[src/rtl/cmd9_pkg.sv]
package cmd9_pkg;
  localparam int unsigned BYTE_W  = 8;
  localparam int unsigned WORD_W  = BYTE_W + 1;
  localparam int unsigned MAX_PRM = 2;
  localparam int unsigned N_WORDS = MAX_PRM + 1;
  localparam int unsigned FRAME_W = (MAX_PRM + 2) * BYTE_W;
  localparam int unsigned FILL_W  = FRAME_W - N_WORDS * WORD_W;
  localparam int unsigned BCNT_W  = $clog2(FRAME_W + 1);

  typedef enum logic [2:0] {
    ST_IDLE,
    ST_LEAD,
    ST_SHIFT,
    ST_TAIL,
    ST_GAP,
    ST_DONE
  } ser_state_e;
endpackage

[src/rtl/cmd9_frame_pack.sv]
module cmd9_frame_pack
  import cmd9_pkg::*;
(
  input  logic [BYTE_W-1:0]  opcode_i,
  input  logic [BYTE_W-1:0]  param0_i,
  input  logic [BYTE_W-1:0]  param1_i,
  input  logic [1:0]         param_cnt_i,
  output logic [FRAME_W-1:0] frame_o,
  output logic [BCNT_W-1:0]  nbits_o,
  output logic               bad_cnt_o
);
  logic [BYTE_W-1:0] payload [N_WORDS];
  logic [N_WORDS*WORD_W-1:0] words;

  assign payload[0] = opcode_i;
  assign payload[1] = param0_i;
  assign payload[2] = param1_i;

  for (genvar k = 0; k < N_WORDS; k++) begin : g_word
    localparam int unsigned HI = (N_WORDS - k) * WORD_W - 1;
    logic keep;
    assign keep = (k == 0) || (int'(param_cnt_i) >= k);
    // flag: 0 for the opcode word, 1 for parameter words
    assign words[HI -: WORD_W] = keep ? {(k != 0) ? 1'b1 : 1'b0, payload[k]}
                                      : '0;
  end

  assign frame_o   = {words, {FILL_W{1'b0}}};
  assign bad_cnt_o = (param_cnt_i == 2'd3);
  assign nbits_o   = BCNT_W'((int'(param_cnt_i) + 2) * BYTE_W);
endmodule

[src/rtl/cmd9_half_tick.sv]
module cmd9_half_tick #(
  parameter int unsigned HALF = 2
) (
  input  logic clk_i,
  input  logic rst_ni,
  input  logic en_i,
  output logic tick_o
);
  localparam int unsigned CW = (HALF > 1) ? $clog2(HALF) : 1;
  localparam logic [CW-1:0] LAST = CW'(HALF - 1);

  logic [CW-1:0] cnt_q;

  always_ff @(posedge clk_i or negedge rst_ni) begin
    if (!rst_ni)          cnt_q <= '0;
    else if (!en_i)       cnt_q <= '0;
    else if (cnt_q == LAST) cnt_q <= '0;
    else                  cnt_q <= cnt_q + 1'b1;
  end

  assign tick_o = en_i && (cnt_q == LAST);

  a_r11_cnt_range: assert property (@(posedge clk_i) disable iff (!rst_ni)
    cnt_q <= LAST);
  a_r11_idle_clear: assert property (@(posedge clk_i) disable iff (!rst_ni)
    !en_i |=> (cnt_q == '0));
endmodule

[src/rtl/cmd9_shift_ctrl.sv]
module cmd9_shift_ctrl
  import cmd9_pkg::*;
(
  input  logic               clk_i,
  input  logic               rst_ni,
  input  logic               start_i,
  input  logic [FRAME_W-1:0] frame_i,
  input  logic [BCNT_W-1:0]  nbits_i,
  input  logic               bad_cnt_i,
  input  logic               tick_i,
  output logic               tick_en_o,
  output logic               ready_o,
  output logic               done_o,
  output logic               sclk_o,
  output logic               mosi_o,
  output logic               cs_n_o
);
  ser_state_e state_q;
  logic [FRAME_W-1:0] sh_q;
  logic [BCNT_W-1:0]  left_q;
  logic               gap_q;
  logic               sclk_q, mosi_q, cs_n_q;

  always_ff @(posedge clk_i or negedge rst_ni) begin
    if (!rst_ni) begin
      state_q <= ST_IDLE;
      sh_q    <= '0;
      left_q  <= '0;
      gap_q   <= 1'b0;
      sclk_q  <= 1'b1;
      mosi_q  <= 1'b0;
      cs_n_q  <= 1'b1;
    end else begin
      unique case (state_q)
        ST_IDLE: if (start_i) begin
          if (bad_cnt_i) begin
            state_q <= ST_DONE;
          end else begin
            sh_q    <= frame_i;
            left_q  <= nbits_i;
            cs_n_q  <= 1'b0;
            state_q <= ST_LEAD;
          end
        end
        ST_LEAD: if (tick_i) begin
          sclk_q  <= 1'b0;
          mosi_q  <= sh_q[FRAME_W-1];
          sh_q    <= sh_q << 1;
          state_q <= ST_SHIFT;
        end
        ST_SHIFT: if (tick_i) begin
          if (sclk_q) begin
            sclk_q <= 1'b0;
            mosi_q <= sh_q[FRAME_W-1];
            sh_q   <= sh_q << 1;
          end else begin
            sclk_q <= 1'b1;
            left_q <= left_q - 1'b1;
            if (left_q == BCNT_W'(1)) state_q <= ST_TAIL;
          end
        end
        ST_TAIL: if (tick_i) begin
          cs_n_q  <= 1'b1;
          mosi_q  <= 1'b0;
          gap_q   <= 1'b0;
          state_q <= ST_GAP;
        end
        ST_GAP: if (tick_i) begin
          if (gap_q) state_q <= ST_DONE;
          else       gap_q   <= 1'b1;
        end
        ST_DONE: state_q <= ST_IDLE;
        default: state_q <= ST_IDLE;
      endcase
    end
  end

  assign tick_en_o = (state_q == ST_LEAD) || (state_q == ST_SHIFT) ||
                     (state_q == ST_TAIL) || (state_q == ST_GAP);
  assign ready_o   = (state_q == ST_IDLE);
  assign done_o    = (state_q == ST_DONE);
  assign sclk_o    = sclk_q;
  assign mosi_o    = mosi_q;
  assign cs_n_o    = cs_n_q;

  // no clock activity outside chip select
  a_r7_sclk_high_when_deselected: assert property (@(posedge clk_i) disable iff (!rst_ni)
    cs_n_o |-> sclk_o);
  // data holds while the clock stays high
  a_r6_mosi_stable_while_high: assert property (@(posedge clk_i) disable iff (!rst_ni)
    (sclk_o && $past(sclk_o)) |-> $stable(mosi_o));
  // done lasts one cycle and never overlaps ready
  a_r10_done_single: assert property (@(posedge clk_i) disable iff (!rst_ni)
    done_o |=> !done_o);
  a_r10_ready_done_excl: assert property (@(posedge clk_i) disable iff (!rst_ni)
    !(ready_o && done_o));
  a_r10_busy_until_done: assert property (@(posedge clk_i) disable iff (!rst_ni)
    (!ready_o && !done_o) |=> !ready_o);
  // a count of three is rejected without selecting the panel
  a_r9_reject_bad_count: assert property (@(posedge clk_i) disable iff (!rst_ni)
    (ready_o && start_i && bad_cnt_i) |=> (done_o && cs_n_o));
  // the remaining-bit counter never exceeds a full frame
  a_r3_left_bound: assert property (@(posedge clk_i) disable iff (!rst_ni)
    left_q <= BCNT_W'(FRAME_W));
  // clock rises only while selected
  a_r5_rise_selected: assert property (@(posedge clk_i) disable iff (!rst_ni)
    $rose(sclk_o) |-> !cs_n_o);
endmodule

[src/rtl/cmd9_serializer.sv]
module cmd9_serializer
  import cmd9_pkg::*;
#(
  parameter int unsigned CLK_DIV = 4
) (
  input  logic              clk_i,
  input  logic              rst_ni,
  input  logic              start_i,
  output logic              ready_o,
  input  logic [BYTE_W-1:0] opcode_i,
  input  logic [BYTE_W-1:0] param0_i,
  input  logic [BYTE_W-1:0] param1_i,
  input  logic [1:0]        param_cnt_i,
  output logic              sclk_o,
  output logic              mosi_o,
  output logic              cs_n_o,
  output logic              done_o
);
  localparam int unsigned HALF = (CLK_DIV < 2) ? 1 : CLK_DIV / 2;

  logic [FRAME_W-1:0] frame;
  logic [BCNT_W-1:0]  nbits;
  logic               bad_cnt;
  logic               tick, tick_en;

  cmd9_frame_pack i_pack (
    .opcode_i    (opcode_i),
    .param0_i    (param0_i),
    .param1_i    (param1_i),
    .param_cnt_i (param_cnt_i),
    .frame_o     (frame),
    .nbits_o     (nbits),
    .bad_cnt_o   (bad_cnt)
  );

  cmd9_half_tick #(.HALF(HALF)) i_tick (
    .clk_i  (clk_i),
    .rst_ni (rst_ni),
    .en_i   (tick_en),
    .tick_o (tick)
  );

  cmd9_shift_ctrl i_ctrl (
    .clk_i     (clk_i),
    .rst_ni    (rst_ni),
    .start_i   (start_i),
    .frame_i   (frame),
    .nbits_i   (nbits),
    .bad_cnt_i (bad_cnt),
    .tick_i    (tick),
    .tick_en_o (tick_en),
    .ready_o   (ready_o),
    .done_o    (done_o),
    .sclk_o    (sclk_o),
    .mosi_o    (mosi_o),
    .cs_n_o    (cs_n_o)
  );
endmodule

[config.mk]
export PLATFORM = sky130hd
export DESIGN_NAME = cmd9_serializer
export DESIGN_NICKNAME = d
export VERILOG_FILES = /design/src/rtl/cmd9_pkg.sv /design/src/rtl/cmd9_frame_pack.sv /design/src/rtl/cmd9_half_tick.sv /design/src/rtl/cmd9_shift_ctrl.sv /design/src/rtl/cmd9_serializer.sv
export SDC_FILE = /design/constraint.sdc
export NUM_CORES = 1
export LEC_CHECK = 0
export CAP_MARGIN = 40
export CORE_ASPECT_RATIO = 1.1
export CORE_MARGIN = 2
export CORE_UTILIZATION = 58
export CTS_BUF_LIST = sky130_fd_sc_hd__clkbuf_8 sky130_fd_sc_hd__clkbuf_16
export CTS_CLUSTER_DIAMETER = 100
export DETAILED_ROUTE_END_ITERATION = 10
export PLACE_DENSITY = 0.83
export SETUP_SLACK_MARGIN = 0.1
export SYNTH_ARGS = -nofsm -noshare
export SYNTH_HDL_FRONTEND = slang
export SYNTH_SLANG_ARGS = --single-unit
[constraint.sdc]
create_clock -name clk_i -period 5 [get_ports clk_i]
set_clock_uncertainty 0.2 [all_clocks]
set_input_delay 0.75 -clock clk_i [delete_from_list [all_inputs] [get_ports clk_i]]
set_output_delay 0.75 -clock clk_i [all_outputs]
set_load 0.02 [all_outputs]
==> reports/qor.yml, run 1 <==
timing:
  setup_ws_ns: 1.874
  final.setup.tns_ns: 0
  setup_viol: 0
  fmax_mhz: 319.9
  finalHoldViolCount: 0
  fin_crit_sh: 0.6252
  fin_crit_ns: 3.126
  hold_ws_ns: 0.1619
  rsz0062_at_grt: "no"
  worst_slew_margin_rel: 0.4254
  timing.final.max_slew_violations: 0
  tightest_slew_ns: 0.8599
detailed_routing:
  dr.pass1.iters: 4
  post_drt_via_cell_ratio: 5.784
  ant_nets: 0
  wl_per_cell_um: 16.10
  drt_iter0_drc: 98
  drc_errors: 0
  routed_wl_um: 4684
  vias: 1683
global_routing:
  grt-ovfl-total: 0
  grtUsageTotal: 0.2269
  antenna_found_initial: 0
  grt_first_pass_wirelength_um: 8045
  grt_max_degree: 29
  grt_pass1_vias: 1753
finish:
  syn_to_final_growth_pct: 17.06
  design_area_um2: 2739
  fin_cells: 291
  final_common_cell: "dfrtp_1"
  multiInputGateArea_um2: 1157
  final_util: 0.6962
  nNetsFinal: 269
  diodes: 0
  regArea_um2: 1028
  drive_above_1_share: 0.1925
  fillCellCount: 300
  final_cell_mix: "39 x dfrtp_1, 32 x clkdlybuf4s50_1, 25 x mux2i_1"
die:
  coreArea_um2: 3934
  die_h_um: 70.62
  die_w_um: 64.56
  ios: 34
  start_util: 0.5948
  rows: 24
  dieArea_um2: 4559
synth:
  ys_seq_area_frac: 0.4396
  ys_types: 47
  synth-main-ff-cell: "dfrtp_1"
  synth_cells: 210
  synth_edf_count: 0
  syn_avg_cell_area_um2: 11.14
  postSynthRegisterBits: 41
  synth_area_um2: 2340
  async_flop_share: 1.000
  yosysWarnings: 0
  syn_nets: 241
clock_tree:
  postCtsHoldBufs: 0
  cts.sinks: 41
  cts_resized: 0
  h-tree-depth: 2
  clk_pin_slew_ns: 0.08
  cts_root_buf: "clkbuf_8"
  cts_tree: "done"
  cts_buffer_depth: 2
  cts_setup_buffers: 0
  cts_made_buffers: 5
  insertion_delay_ns: 0.30
pwr:
  power_mw: 1.837
  power_frac_seq: 0.355
  cellLeakagePower_nw: 1.224
  vdd_drop_max_uv: 429.4
  p_sw_frac: 0.3911
  pwr-share-clk: 0.116
  switchingPower_mw: 0.7185
  pwr-share-comb: 0.528
  power_density_nw_per_um2: 670.7
  p_int_mw: 1.119
place:
  place_area_um2: 2653
  dp_hpwl_um: 3209
  dp_cells: 283
  preCtsSetupSlack_ns: 1.763
  io_buffers: 33
  globalplace.congestion: 0.9389
setup_path:
  path_max_fanout: 24
  critPathLaunchType: "register"
  critical_path_arrival_ns: 2.18
  critPathCaptureType: "output pin"
  worstSetupPathType: "reg -> out"
  worstPathRequired_ns: 4.05
worst_hold_path:
  holdCritPathClass: "in -> async"
run_status:
  status: "complete, no violations"
job:
  drv_cap: 0
[final cells by class]
type | count | area share
multi-input cells | 141 | 0.4226
flip-flops and latches | 41 | 0.3755
repair buffers | 34 | 0.1261
clock buffers | 5 | 0.02513
well taps | 52 | 0.02376
inverters | 15 | 0.02056
clock inverters | 3 | 0.006396
[per-layer routing]
layer | GRT usage | up-vias | wire length (um)
li1 | - | 794 | -
met1 | 0.3056 | 836 | 2026
met2 | 0.3750 | 47 | 2401
met3 | 0.05246 | 6 | 197
met4 | 0.05674 | 0 | 59
met5 | 0 | - | 0
[synthesized netlist by cell type (5+ instances only)]
master / instances / area [um2]
inv_1: 14 / 52.55
clkbuf_1: 5 / 18.77
dfrtp_1: 39 / 975.9
nand2_1: 16 / 60.06
and2_1: 8 / 50.05
o21ai_0: 6 / 30.03
nor3_1: 5 / 25.02
mux2_4: 11 / 165.2
mux2i_1: 25 / 250.2
nor2_1: 5 / 18.77
a21oi_1: 6 / 30.03
mux2_2: 17 / 191.4
[power groups by stage]
stage | logic (mW) | clock network (mW) | registers [mW]
after CTS | 0.981 | 0.219 | 0.652
final | 0.971 | 0.214 | 0.653
after floorplan | 0.897 | 0 | 0.585
after global routing | 1.06 | 0.231 | 0.678
after detailed placement | 0.980 | 0 | 0.656
after global placement | 0.941 | 0 | 0.649
[sequential cells by signal, summed over array words and instances, names as in the netlist]
| name | flops |
|---|---|
| i_ctrl.cs_n_o | 1 |
| i_ctrl.gap_q | 1 |
| i_ctrl.left_q | 6 |
| i_ctrl.mosi_o | 1 |
| i_ctrl.sclk_o | 1 |
| i_ctrl.sh_q | 27 |
| i_ctrl.state_q | 3 |
| i_tick.cnt_q | 1 |
[worst max-delay path, cell delays in order (launching register included)]
cell and delay (ns):
dfrtp_1 0.67, nor3_1 0.52, clkdlybuf4s50_1 0.70
[cell families (layout without fill, tap and decap cells)]
logic type                 after synthesis  in the layout  share of synthesized area
DFF                                     41             41                     0.4396
buffers and inverters                   28             57                    0.06631
AOI/OAI and AO/OA                       35             35                     0.1059
xor gates and xnor gates                 2              2                   0.007488
adders and majority gates                2              2                    0.01069
and+or+nand+nor                         49             49                     0.1107
muxes                                   53             53                     0.2594
[final timing paths]
kind                                   start               to  slack [ns]  cells past startpoint
setup / recovery           i_ctrl.state_q[2]          ready_o        1.87                      2
hold / removal                        rst_ni   i_ctrl.sh_q[8]        0.16                      1
setup reg to reg           i_ctrl.state_q[0]  i_ctrl.sh_q[30]        2.27                      4
hold reg to reg              i_ctrl.sh_q[18]  i_ctrl.sh_q[18]        0.31                      1
max in group asynchronous             rst_ni    i_ctrl.sclk_o        3.91                      2
min in group clk_i           i_ctrl.sh_q[18]  i_ctrl.sh_q[18]        0.31                      1
Power figures use the tool's default switching activity.
==> run 2, diff against run 1 <==
Settings changed: CORE_UTILIZATION 58 to 54, PLACE_DENSITY 0.83 to 0.78.
Clock period 5 ns to 3 ns, I/O delays scaled along.
==> reports/qor.yml, run 2 (same netlist as run 1, synthesis figures left out) <==
run_status:
  status: "complete, no violations"  # unchanged
pwr:
  p_sw_frac: 0.3803  # was 0.3911
  vdd_drop_max_uv: 903.1  # was 429.4 uV
  cellLeakagePower_nw: 1.263  # was 1.224 nW
  p_int_mw: 1.924  # was 1.119 mW
  pwr-share-clk: 0.121  # was 0.116
  power_frac_seq: 0.339  # was 0.355
  pwr-share-comb: 0.541  # was 0.528
  power_density_nw_per_um2: 1112  # was 670.7 nW/um2
  switchingPower_mw: 1.181  # was 0.7185 mW
detailed_routing:
  routed_wl_um: 4537  # was 4684 um
  drt_iter0_drc: 67  # was 98
  dr.pass1.iters: 4  # unchanged
  vias: 1659  # was 1683
  drc_errors: 0  # unchanged
  wl_per_cell_um: 15.17  # was 16.10 um
  post_drt_via_cell_ratio: 5.548  # was 5.784
  ant_nets: 0  # unchanged
setup_path:
  path_max_fanout: 12  # was 24
  worstSetupPathType: "reg -> out"  # unchanged
  worstPathRequired_ns: 2.35  # was 4.05 ns
  critPathCaptureType: "output pin"  # unchanged
  critical_path_arrival_ns: 1.90  # was 2.18 ns
  critPathLaunchType: "register"  # unchanged
timing:
  finalHoldViolCount: 0  # unchanged
  hold_ws_ns: 0.3132  # was 0.1619 ns
  final.setup.tns_ns: 0  # unchanged
  rsz0062_at_grt: "no"  # unchanged
  fin_crit_sh: 0.8491
  timing.final.max_slew_violations: 0  # unchanged
  fmax_mhz: 392.6
  fin_crit_ns: 2.547
  tightest_slew_ns: 0.7997  # was 0.8599 ns
  setup_viol: 0  # unchanged
  worst_slew_margin_rel: 0.4669  # was 0.4254
clock_tree:
  insertion_delay_ns: 0.30  # about the same
  cts_resized: 0  # unchanged
  cts.sinks: 41  # unchanged
  cts_made_buffers: 5  # unchanged
  h-tree-depth: 2  # unchanged
  cts_buffer_depth: 2  # unchanged
  cts_tree: "done"  # unchanged
  clk_pin_slew_ns: 0.07  # was 0.08 ns
  cts_root_buf: "clkbuf_8"  # unchanged
global_routing:
  grt_pass1_vias: 1667  # was 1753
  grt_max_degree: 28  # was 29
  grt-ovfl-total: 0  # unchanged
  antenna_found_initial: 0  # unchanged
  grt_first_pass_wirelength_um: 7707  # was 8045 um
  grtUsageTotal: 0.2122  # was 0.2269
finish:
  max_flop_register: "i_ctrl.sh_q"  # unchanged
  diodes: 0  # unchanged
  largestRegisters: "i_ctrl.sh_q: 27 flops, i_ctrl.left_q: 6 flops, i_ctrl.state_q: 3 flops"  # unchanged
  final_util: 0.6613  # was 0.6962
  fillCellCount: 348  # was 300
  final_cell_mix: "39 x dfrtp_1, 32 x clkdlybuf4s50_1, 25 x mux2i_1"  # unchanged
  fin_cells: 299  # was 291
  nNetsFinal: 275  # was 269
  drive_above_1_share: 0.2000  # was 0.1925
  largest_reg_flops: 27  # unchanged
  syn_to_final_growth_pct: 19.36  # was 17.06%
  final_common_cell: "dfrtp_1"  # unchanged
worst_hold_path:
  holdCritPathClass: "reg -> reg"  # was in -> async
place:
  dp_cells: 290  # was 283
  dp_hpwl_um: 3156  # was 3209 um
  io_buffers: 33  # unchanged
  globalplace.congestion: 0.8815  # was 0.9389
die:
  die_w_um: 66.76  # was 64.56 um
  coreArea_um2: 4223  # was 3934 um2
  die_h_um: 73.04  # was 70.62 um
  start_util: 0.5541  # was 0.5948
  ios: 34  # unchanged
  rows: 25  # was 24
  dieArea_um2: 4876  # was 4559 um2
job:
  drv_cap: 0  # unchanged
run 2: changes by cell type in the layout (fill, tap and decap cells not counted), sizes merged:
cell	change
buf	+5
clkinv	-2
inv	+2
clkbuf	+1
clkinvlp	-1
dlygate4sd3	+1
run 2: final cells by class:
class                      instances  area [um2]  share of cell area
timing repair buffer              40       392.9              0.1407
tap                               54       67.56             0.02419
clock buffer                       6       82.58             0.02957
inverter                          15       56.30             0.02016
clock inverter                     2       7.507            0.002688
multi-input combinational        141        1157              0.4144
sequential                        41        1028              0.3683
run 2: worst paths after layout:
path	startpoint	to	slack [ns]	cells after the start
worst max register to register	i_ctrl.state_q[1]	i_ctrl.sh_q[20]	0.63	4
worst max-delay path	i_ctrl.state_q[0]	done_o	0.45	3
max in group asynchronous	rst_ni	i_ctrl.cs_n_o	1.64	3
worst min-delay path	i_ctrl.cs_n_o	i_ctrl.cs_n_o	0.31	2
min in group asynchronous	rst_ni	i_ctrl.left_q[5]	0.41	2
worst min register to register	i_ctrl.cs_n_o	i_ctrl.cs_n_o	0.31	2
run 2: worst max-delay path, stage by stage (launching register included):
cell	delay (ns)
dfrtp_1	0.59
buf_4	0.25
and3_1	0.16
clkdlybuf4s50_1	0.60
run 2: what timing repair did:
item,4_1_cts,5_1_grt
setup buffers,0,0
hold buffers,1,0
hold endpoints to repair,15,0
run 2: power by group through the flow:
stage	logic, mW	registers, mW	clock network [mW]
finish	1.68	1.05	0.374
global route	1.84	1.09	0.406
CTS	1.69	1.05	0.381
detailed placement	1.69	1.05	0
global placement	1.65	1.05	0
floorplan	1.50	0.975	0
run 2: layer usage:
layer	global-route usage	vias to the layer above	wire, um
met1	0.2867	793	2064
met2	0.3233	50	2153
met4	0.08390	0	84
met5	0	-	0
met3	0.05864	8	233
li1	-	808	-
run 2: metrics by stage:
step	setup slack (ns)	instance area [um2]	power (mW)
final	0.4527	2793	3.105
after detailed placement	0.3557	2693	2.741
after global routing	0.3783	2793	3.329
after CTS	0.4606	2793	3.118
after global placement	0.3829	2673	2.696
after floorplan	0.9317	2340	2.470
==> run 3, diff against run 2 <==
Clock period 3 ns to 2.37 ns, I/O delays scaled along.
==> reports/qor.yml, run 3 (same netlist as run 1, synthesis figures left out) <==
detailed_routing:
  drc_errors: 0  # unchanged
  wl_per_cell_um: 14.00  # was 15.17 um
  vias: 1650  # was 1659
  ant_nets: 0  # unchanged
  drt_iter0_drc: 73  # was 67
  dr.pass1.iters: 4  # unchanged
  post_drt_via_cell_ratio: 5.392  # was 5.548
  routed_wl_um: 4285  # was 4537 um
pwr:
  vdd_drop_max_uv: 887.9  # was 903.1 uV
  power_mw: 4.060  # was 3.105 mW
  power_density_nw_per_um2: 1416  # was 1112 nW/um2
  cellLeakagePower_nw: 1.303  # was 1.263 nW
die:
  rows: 25  # unchanged
  start_util: 0.5541  # unchanged
  die_h_um: 73.04  # unchanged
  coreArea_um2: 4223  # unchanged
  dieArea_um2: 4876  # unchanged
  ios: 34  # unchanged
  die_w_um: 66.76  # unchanged
finish:
  nNetsFinal: 282  # was 275
  syn_to_final_growth_pct: 22.51  # was 19.36%
  largest_reg_flops: 27  # unchanged
  largestRegisters: "i_ctrl.sh_q: 27 flops, i_ctrl.left_q: 6 flops, i_ctrl.state_q: 3 flops"  # unchanged
  drive_above_1_share: 0.2341  # was 0.2000
  final_common_cell: "dfrtp_1"  # unchanged
  diodes: 0  # unchanged
  max_flop_register: "i_ctrl.sh_q"  # unchanged
  final_cell_mix: "37 x dfrtp_1, 31 x clkdlybuf4s50_1, 25 x mux2i_1"  # was 39 x dfrtp_1, 32 x clkdlybuf4s50_1, 25 x mux2i_1
timing:
  fmax_mhz: 452.5
  finalHoldViolCount: 0  # unchanged
  setup_viol: 0  # unchanged
  timing.final.max_slew_violations: 0  # unchanged
  final.setup.tns_ns: 0  # unchanged
  tightest_slew_ns: 0.6068  # was 0.7997 ns
  fin_crit_ns: 2.210
  fin_crit_sh: 0.9324
  rsz0062_at_grt: "no"  # unchanged
  worst_slew_margin_rel: 0.5955  # was 0.4669
global_routing:
  grt-ovfl-total: 0  # unchanged
  antenna_found_initial: 0  # unchanged
  grt_pass1_vias: 1638  # was 1667
  grt_max_degree: 30  # was 28
  grtUsageTotal: 0.1966  # was 0.2122
  grt_first_pass_wirelength_um: 7307  # was 7707 um
clock_tree:
  insertion_delay_ns: 0.29  # was 0.30 ns
  cts.sinks: 41  # unchanged
  cts_buffer_depth: 2  # unchanged
  h-tree-depth: 2  # unchanged
  cts_root_buf: "clkbuf_8"  # unchanged
  cts_tree: "done"  # unchanged
  cts_made_buffers: 5  # unchanged
  clk_pin_slew_ns: 0.08  # was 0.07 ns
  cts_setup_buffers: 0  # unchanged
place:
  dp_hpwl_um: 3054  # was 3156 um
  globalplace.congestion: 0.8346  # was 0.8815
  io_buffers: 33  # unchanged
setup_path:
  worstSetupPathType: "reg -> out"  # unchanged
  critical_path_arrival_ns: 1.65  # was 1.90 ns
  path_cells: "inv_4 > and3_1 > clkdlybuf4s50_1"  # was buf_4 > and3_1 > clkdlybuf4s50_1
  path_max_fanout: 9  # was 12
  slowest_delay_ns: 0.59  # was 0.60 ns
  worstPathRequired_ns: 1.81  # was 2.35 ns
  cpMaxStageDelayCell: "clkdlybuf4s50_1"  # unchanged
  critPathLaunchType: "register"  # unchanged
  critPathCaptureType: "output pin"  # unchanged
run_status:
  status: "complete, no violations"  # unchanged
worst_hold_path:
  holdCritPathClass: "reg -> reg"  # unchanged
job:
  drv_cap: 0  # unchanged
[run 3: per-stage QoR]
step	worst slack (ns)	std cells	hold WS [ns]	cell area, um2	utilization
floorplan	0.3017	210	-0.1401	2340	-
global placement	0.06149	297	0.2042	2745	0.6501
detailed placement	0.02837	297	0.2047	2745	0.6501
CTS	0.1469	306	0.3072	2867	0.6788
global route	0.1005	306	0.3334	2867	0.6788
finish	0.1602	306	0.3075	2867	0.6788
[run 3: timing repair]
item / CTS / global route
hold buffers: 1 / 0
setup endpoints to repair: 2 / 0
gates resized for setup: 4 / 0
endpoints found under the hold margin: 26 / 0
[run 3: path summary, 6_finish.rpt]
kind,from,endpoint,slack [ns],cells after the start
max in group asynchronous,rst_ni,i_ctrl.cs_n_o,0.93,3
max,i_ctrl.state_q[1],done_o,0.16,3
min in group asynchronous,rst_ni,i_ctrl.sh_q[18],0.41,2
min reg2reg,i_ctrl.sh_q[31],i_ctrl.sh_q[31],0.31,1
min,i_ctrl.sh_q[31],i_ctrl.sh_q[31],0.31,1
max reg2reg,i_ctrl.state_q[0],i_ctrl.sh_q[10],0.29,5
[run 3: critical path, delay by kind of cell (launching register included)]
| family | cells | cell delay [ns] |
|---|---|---|
| simple gates | 1 | 0.16 |
| buf+inv | 2 | 0.72 |
| flops | 1 | 0.49 |
[run 3: area by class of cell]
type	count	area, um2
Sequential cell	41	1031
Multi-Input combinational cell	141	1157
Clock buffer	5	68.82
Tap cell	54	67.56
Inverter	15	58.81
Timing Repair Buffer	47	444.2
Fill cell	344	1356
Clock inverter	3	38.79
[run 3: metal layers]
layer  share of wire  GRT usage  up-vias  routed length, um
met1            0.46     0.2596      790               1966
met2            0.49     0.3222       33               2079
met4           0.012    0.05896        0                 50
li1                -          -      823                  -
met3           0.044    0.04630        4                188
met5               0          0        -                  0
[run 3: power by group]
part | internal [mW] | switching (mW) | leakage (nW)
sequential | 1.05 | 0.271 | 0.498
combinational | 1.22 | 0.981 | 0.746
clock | 0.308 | 0.233 | 0.0593
total | 2.57 | 1.49 | 1.30
